`config.mk`:
```
export PLATFORM = sky130hd
export DESIGN_NAME = temp_meas_seq
export DESIGN_NICKNAME = d
export VERILOG_FILES = /design/src/rtl/temp_meas_seq.sv
export SDC_FILE = /design/constraint.sdc
export NUM_CORES = 1
export LEC_CHECK = 0
export CAP_MARGIN = 20
export CORE_MARGIN = 4
export CORE_UTILIZATION = 36
export CTS_BUF_LIST = sky130_fd_sc_hd__clkbuf_2 sky130_fd_sc_hd__clkbuf_4 sky130_fd_sc_hd__clkbuf_8
export DETAILED_ROUTE_END_ITERATION = 12
export PLACE_DENSITY = 0.58
export SETUP_SLACK_MARGIN = 0.02
export SYNTH_ARGS = -nofsm -noshare
export SYNTH_HDL_FRONTEND = slang
export SYNTH_SLANG_ARGS = --single-unit
```
`constraint.sdc`:
```
create_clock -name clk -period 9.7 [get_ports clk]
set_input_delay 2.425 -clock clk [delete_from_list [all_inputs] [get_ports clk]]
set_output_delay 2.425 -clock clk [all_outputs]
set_load 0.1 [all_outputs]
```
`src/rtl/temp_meas_seq.sv`:
```
module temp_meas_seq #(
  parameter int DIV_W  = 8,
  parameter int PUD_W  = 8,
  parameter int PER_W  = 24,
  parameter int DATA_W = 16,
  parameter int CNT_W  = 16,
  parameter int LEN_R0 = 2373,
  parameter int LEN_R1 = 4421,
  parameter int LEN_R2 = 8517,
  parameter int LEN_R3 = 16709,
  parameter logic [DATA_W-1:0] TEST_BASE = 16'h0640
) (
  input  logic              clk,
  input  logic              rst_n,
  input  logic              enable,
  input  logic              start,
  input  logic              stop,
  input  logic [1:0]        mode,
  input  logic [1:0]        res,
  input  logic              div_en,
  input  logic [DIV_W-1:0]  div,
  input  logic [PUD_W-1:0]  pud,
  input  logic [PER_W-1:0]  period,
  output logic              conv_clk_en,
  output logic              busy,
  output logic              drdy,
  output logic              sample_vld,
  output logic [DATA_W-1:0] sample
);
  typedef enum logic [1:0] {S_IDLE, S_PWR, S_CONV, S_GAP} st_t;

  st_t               st;
  logic [DIV_W-1:0]  dcnt;
  logic [CNT_W-1:0]  cnt;
  logic [PER_W-1:0]  pcnt;
  logic [DATA_W-1:0] seq;
  logic              pwr_ok, stop_pend;
  logic [CNT_W-1:0]  len;
  logic              tick, last_tick, go, is_cont, is_per;

  always_comb begin
    case (res)
      2'd0:    len = CNT_W'(LEN_R0);
      2'd1:    len = CNT_W'(LEN_R1);
      2'd2:    len = CNT_W'(LEN_R2);
      default: len = CNT_W'(LEN_R3);
    endcase
  end

  assign tick        = enable & div_en & (dcnt == div);
  assign last_tick   = tick & (cnt == len - 1'b1);
  assign go          = start & ~stop;
  assign is_cont     = (mode == 2'd1);
  assign is_per      = (mode == 2'd2);
  assign conv_clk_en = tick;
  assign busy        = (st != S_IDLE);

  always_ff @(posedge clk or negedge rst_n) begin
    if (!rst_n)                         dcnt <= '0;
    else if (!enable || !div_en || tick) dcnt <= '0;
    else                                dcnt <= dcnt + 1'b1;
  end

  always_ff @(posedge clk or negedge rst_n) begin
    if (!rst_n) begin
      st <= S_IDLE; cnt <= '0; pcnt <= '0; seq <= '0;
      pwr_ok <= 1'b0; stop_pend <= 1'b0;
      drdy <= 1'b0; sample_vld <= 1'b0; sample <= '0;
    end else if (!enable) begin
      st <= S_IDLE; cnt <= '0; pcnt <= '0; seq <= '0;
      pwr_ok <= 1'b0; stop_pend <= 1'b0;
      drdy <= 1'b0; sample_vld <= 1'b0;
    end else begin
      sample_vld <= (st == S_CONV) & last_tick;
      case (st)
        S_IDLE: if (go) begin
          drdy <= 1'b0; cnt <= '0; pcnt <= '0; stop_pend <= 1'b0;
          if (!pwr_ok && pud != '0) st <= S_PWR;
          else begin st <= S_CONV; pwr_ok <= 1'b1; end
        end
        S_PWR: begin
          if (stop) st <= S_IDLE;
          else if (tick) begin
            if (32'(cnt) + 1 == 32'(pud)) begin
              st <= S_CONV; cnt <= '0; pwr_ok <= 1'b1;
            end else cnt <= cnt + 1'b1;
          end
        end
        S_CONV: begin
          if (stop) stop_pend <= 1'b1;
          if (tick) begin
            pcnt <= pcnt + 1'b1;
            if (last_tick) begin
              sample <= TEST_BASE + seq;
              seq    <= seq + 1'b1;
              drdy   <= 1'b1;
              cnt    <= '0;
              if (stop || stop_pend || !(is_cont || is_per)) st <= S_IDLE;
              else if (is_cont || 32'(len) >= 32'(period)) pcnt <= '0;
              else st <= S_GAP;
            end else cnt <= cnt + 1'b1;
          end
        end
        default: begin
          if (stop) st <= S_IDLE;
          else if (tick) begin
            if (32'(pcnt) + 1 >= 32'(period)) begin
              st <= S_CONV; pcnt <= '0;
            end else pcnt <= pcnt + 1'b1;
          end
        end
      endcase
    end
  end


  disable_idles_chk: assert property (@(posedge clk) disable iff (!rst_n)
    !enable |=> (!busy && !drdy));


  vld_sets_drdy_chk: assert property (@(posedge clk) disable iff (!rst_n)
    sample_vld |-> drdy);


  vld_after_tick_chk: assert property (@(posedge clk) disable iff (!rst_n)
    sample_vld |-> $past(conv_clk_en));


  start_busy_chk: assert property (@(posedge clk) disable iff (!rst_n)
    (!busy && enable && start && !stop) |=> busy);


  stop_wins_chk: assert property (@(posedge clk) disable iff (!rst_n)
    (!busy && start && stop) |=> !busy);


  single_done_chk: assert property (@(posedge clk) disable iff (!rst_n)
    (sample_vld && $past(mode) != 2'd1 && $past(mode) != 2'd2) |-> !busy);
endmodule

```
==> results.sh <==
export IMPL_ys_flop_type="dfrtp_1"
export IMPL_vdd_drop_max_uv=63.30
export IMPL_clk_path_buf_depth=2
export IMPL_reg2regPathDepth=13
export IMPL_grt_setup_unrepaired="no"
export IMPL_yosysWarnings=0
export IMPL_layout_drive_gt1_share=0.05696
export IMPL_grt_ovfl_total=0
export IMPL_drv_cap=0
export IMPL_period_minus_slack_ns=7.444
export IMPL_numPlacedInstances=999
export IMPL_grt_max_degree=61
export IMPL_grt_pass1_wl_um=27850
export IMPL_vias_per_cell=5.482
export IMPL_cts_resized=0
export IMPL_cpMostUsedCell="clkdlybuf4s50_1"
export IMPL_hpwl_um=12520
export IMPL_cts_made_buffers=9
export IMPL_port_buffer_count=69
export IMPL_slew_violations=0
export IMPL_stdcell_count=1015
export IMPL_fin_skew_ns=0.01124
export IMPL_seq_area_frac_synth=0.3399
export IMPL_relSlewSlack=0.3193
export IMPL_synth_edff_count=0
export IMPL_clk_latency_ns=0.38
export IMPL_post_cts_buffers=0
export IMPL_nets=873
export IMPL_final_common_cell="nand2_1"
export IMPL_worst_slack_ns=2.256
export IMPL_hold_slack_ns=0.4760
export IMPL_slowest_stage="clkdlybuf4s50_1"
export IMPL_cts_root_buf="clkbuf_8"
export IMPL_grt_antenna_before_repair=0
export IMPL_num_vias=5564
export IMPL_tightest_slew_ns=1.012
export IMPL_fp_coreArea_sq_um=17240
export IMPL_ctsHoldBuffers=0
export IMPL_min_path_cells=2
export IMPL_power_density_nw_per_um2=116.8
export IMPL_drtPass1Iterations=5
export IMPL_worstPathRequired_ns=7.28
export IMPL_synth_area_sq_um=6331
export IMPL_drt_iter0_drc=331
export IMPL_routed_wl_um=16690
export IMPL_outcome="finished, final reports clean"
export IMPL_endpoint_kind="output pin"
export IMPL_fp_dieW_um=140.6
export IMPL_areaGrowthSynthToFinish_pct=16.60
export IMPL_cts_max_level=3
export IMPL_ys_async_sr_fraction=1.000
export IMPL_post_drt_wl_per_cell_um=16.45
export IMPL_ant_nets=0
export IMPL_critical_path_max_fanout=13
export IMPL_min_path_type="reg -> reg"
export IMPL_timing_final_crit_share=0.7674
export IMPL_total_leakage_power_nw=3.310
export IMPL_num_antenna_cells=0
export IMPL_start_kind="input pin"
export IMPL_hold_viol=0
export IMPL_clkTransAtPathRegs_ns=0.09
export IMPL_fp_dieH_um=140.6
export IMPL_finish_utilization=0.4283
export IMPL_die_area_sq_um=19770
export IMPL_multiInputGateArea_sq_um=3835
export IMPL_drcViolationCount=0
export IMPL_grt_pass1_vias=5584
export IMPL_routabilityCongestion=0.9019
export IMPL_synth_nets=827
export IMPL_grt_usage=0.1725
export IMPL_syn_inst=739
export IMPL_reg2reg_slack_ns=5.11
export IMPL_row_count=48
export IMPL_ys_ff_latch=86
export IMPL_clock_sinks=86
export IMPL_layout_common_cells="111 x nand2_1, 86 x dfrtp_1, 68 x clkdlybuf4s50_1"
export IMPL_ys_types=66
export IMPL_fill_cells=1696
export IMPL_r2r_end="pcnt[18]$_DFFE_PN0P_"
export IMPL_avgSynthCellArea_sq_um=8.567
export IMPL_hp_start="sample[7]$_DFFE_PN0P_"
export IMPL_slowest_delay_ns=1.16
export IMPL_crit_arrival_ns=5.02
export IMPL_final_setup_tns_ns=0
export IMPL_crit_chain="clkdlybuf4s50_1, and2_1, nand3_4, inv_1, clkdlybuf4s50_1"
export IMPL_tritoncts="built"
export IMPL_start_util=0.3673
export IMPL_fmax_mhz=134.3
export IMPL_regToRegStartpoint="pcnt[0]$_DFFE_PN0P_"
export IMPL_hold_end="sample[7]$_DFFE_PN0P_"
export IMPL_place_ws_ns=2.257
export IMPL_ios=70
export IMPL_critPathKind="in -> out"
export IMPL_regArea_sq_um=2152
export IMPL_setup_viol=0
[worst max path at each step]
stage	cells after the start	to	slack, ns	start
after detailed placement	5	conv_clk_en	2.26	enable
after global placement	5	conv_clk_en	2.31	enable
after global routing	5	conv_clk_en	2.16	enable
final	5	conv_clk_en	2.26	enable
after CTS	5	conv_clk_en	2.23	enable
after floorplan	4	conv_clk_en	3.52	div[7]
[through the flow]
| stage | cell area [sq um] | total power, mW |
|---|---|---|
| 2_1_floorplan | 6331 | 0.5109 |
| 3_3_place_gp | 7174 | 0.5875 |
| 3_5_place_dp | 7174 | 0.5910 |
| 4_1_cts | 7382 | 0.8701 |
| 5_1_grt | 7382 | 0.9080 |
| 6_report | 7382 | 0.8621 |
[flip-flops by register name, indices dropped and copies added, names as in the netlist]
signal      cells
cnt            16
dcnt            8
drdy            1
pcnt           24
pwr_ok          1
sample         16
sample_vld      1
seq            16
st              2
stop_pend       1
[synth_stat cells, types with 2 or more instances]
library cell,n,area [sq um]
a32o_1,6,60.06
and4_1,6,52.55
a221o_1,2,20.02
nand4_1,23,143.9
nand2b_1,7,43.79
o21a_1,4,30.03
o221ai_1,3,26.28
xnor2_1,35,306.5
a221oi_1,11,96.34
nor2_1,32,120.1
nand2_1,111,416.7
nor4_1,7,43.79
nand3_1,37,185.2
nor2b_1,4,25.02
nand4b_1,2,17.52
inv_1,43,161.4
and2_1,5,31.28
o21bai_1,3,22.52
a31o_2,2,17.52
o31ai_1,11,82.58
ha_1,38,475.5
o41ai_1,3,26.28
nor3b_1,4,30.03
o21ai_1,2,10.01
xor2_1,31,271.5
a21o_1,21,157.7
mux2i_1,3,30.03
or3_1,16,100.1
a211oi_1,6,45.04
and3_1,18,112.6
nor4b_1,2,17.52
clkbuf_1,24,90.09
dfrtp_1,86,2152
nor3_1,15,75.07
nor4_4,6,127.6
a21oi_1,25,125.1
or2_2,3,18.77
o2111ai_1,3,26.28
a31oi_1,4,25.02
buf_4,2,15.01
o21ai_0,36,180.2
buf_2,13,65.06
[cells by family after synthesis]
logic type,after synthesis,share of synthesized area
flip-flops,86,0.3399
adder cells (fa/ha/maj),38,0.07510
AND/OR/NAND/NOR,305,0.2579
AO/OA/AOI/OAI,155,0.1739
multiplexers,4,0.006522
buffers and inverters,85,0.05533
XOR/XNOR,66,0.09130
[per-layer routing]
metal / track usage / up-vias / part of all wire
met1: 0.2240 / 2692 / 0.45
met2: 0.2931 / 100 / 0.49
li1: - / 2749 / -
met3: 0.02239 / 23 / 0.028
met5: 0 / - / 0
met4: 0.06629 / 0 / 0.022
[final cells by class]
| cell class | count | share of cell area |
|---|---|---|
| multi-input combinational | 568 | 0.5195 |
| sequential | 86 | 0.2915 |
| timing repair buffer | 76 | 0.1003 |
| tap | 225 | 0.03814 |
| inverter | 44 | 0.02237 |
| clock buffer | 11 | 0.02051 |
| clock inverter | 5 | 0.007627 |
[critical path: cells and delay by family]
family	cells	cell delay, ns
buffers and inverters	3	2.10
AND/OR/NAND/NOR	2	0.49
[where the power goes]
group / internal, mW / total [mW] / switching, mW / leakage (nW)
clock: 0.133 / 0.278 / 0.145 / 0.106
sequential: 0.364 / 0.373 / 0.00843 / 1.20
combinational: 0.0744 / 0.211 / 0.137 / 2.01
Power figures use the tool's default switching activity.
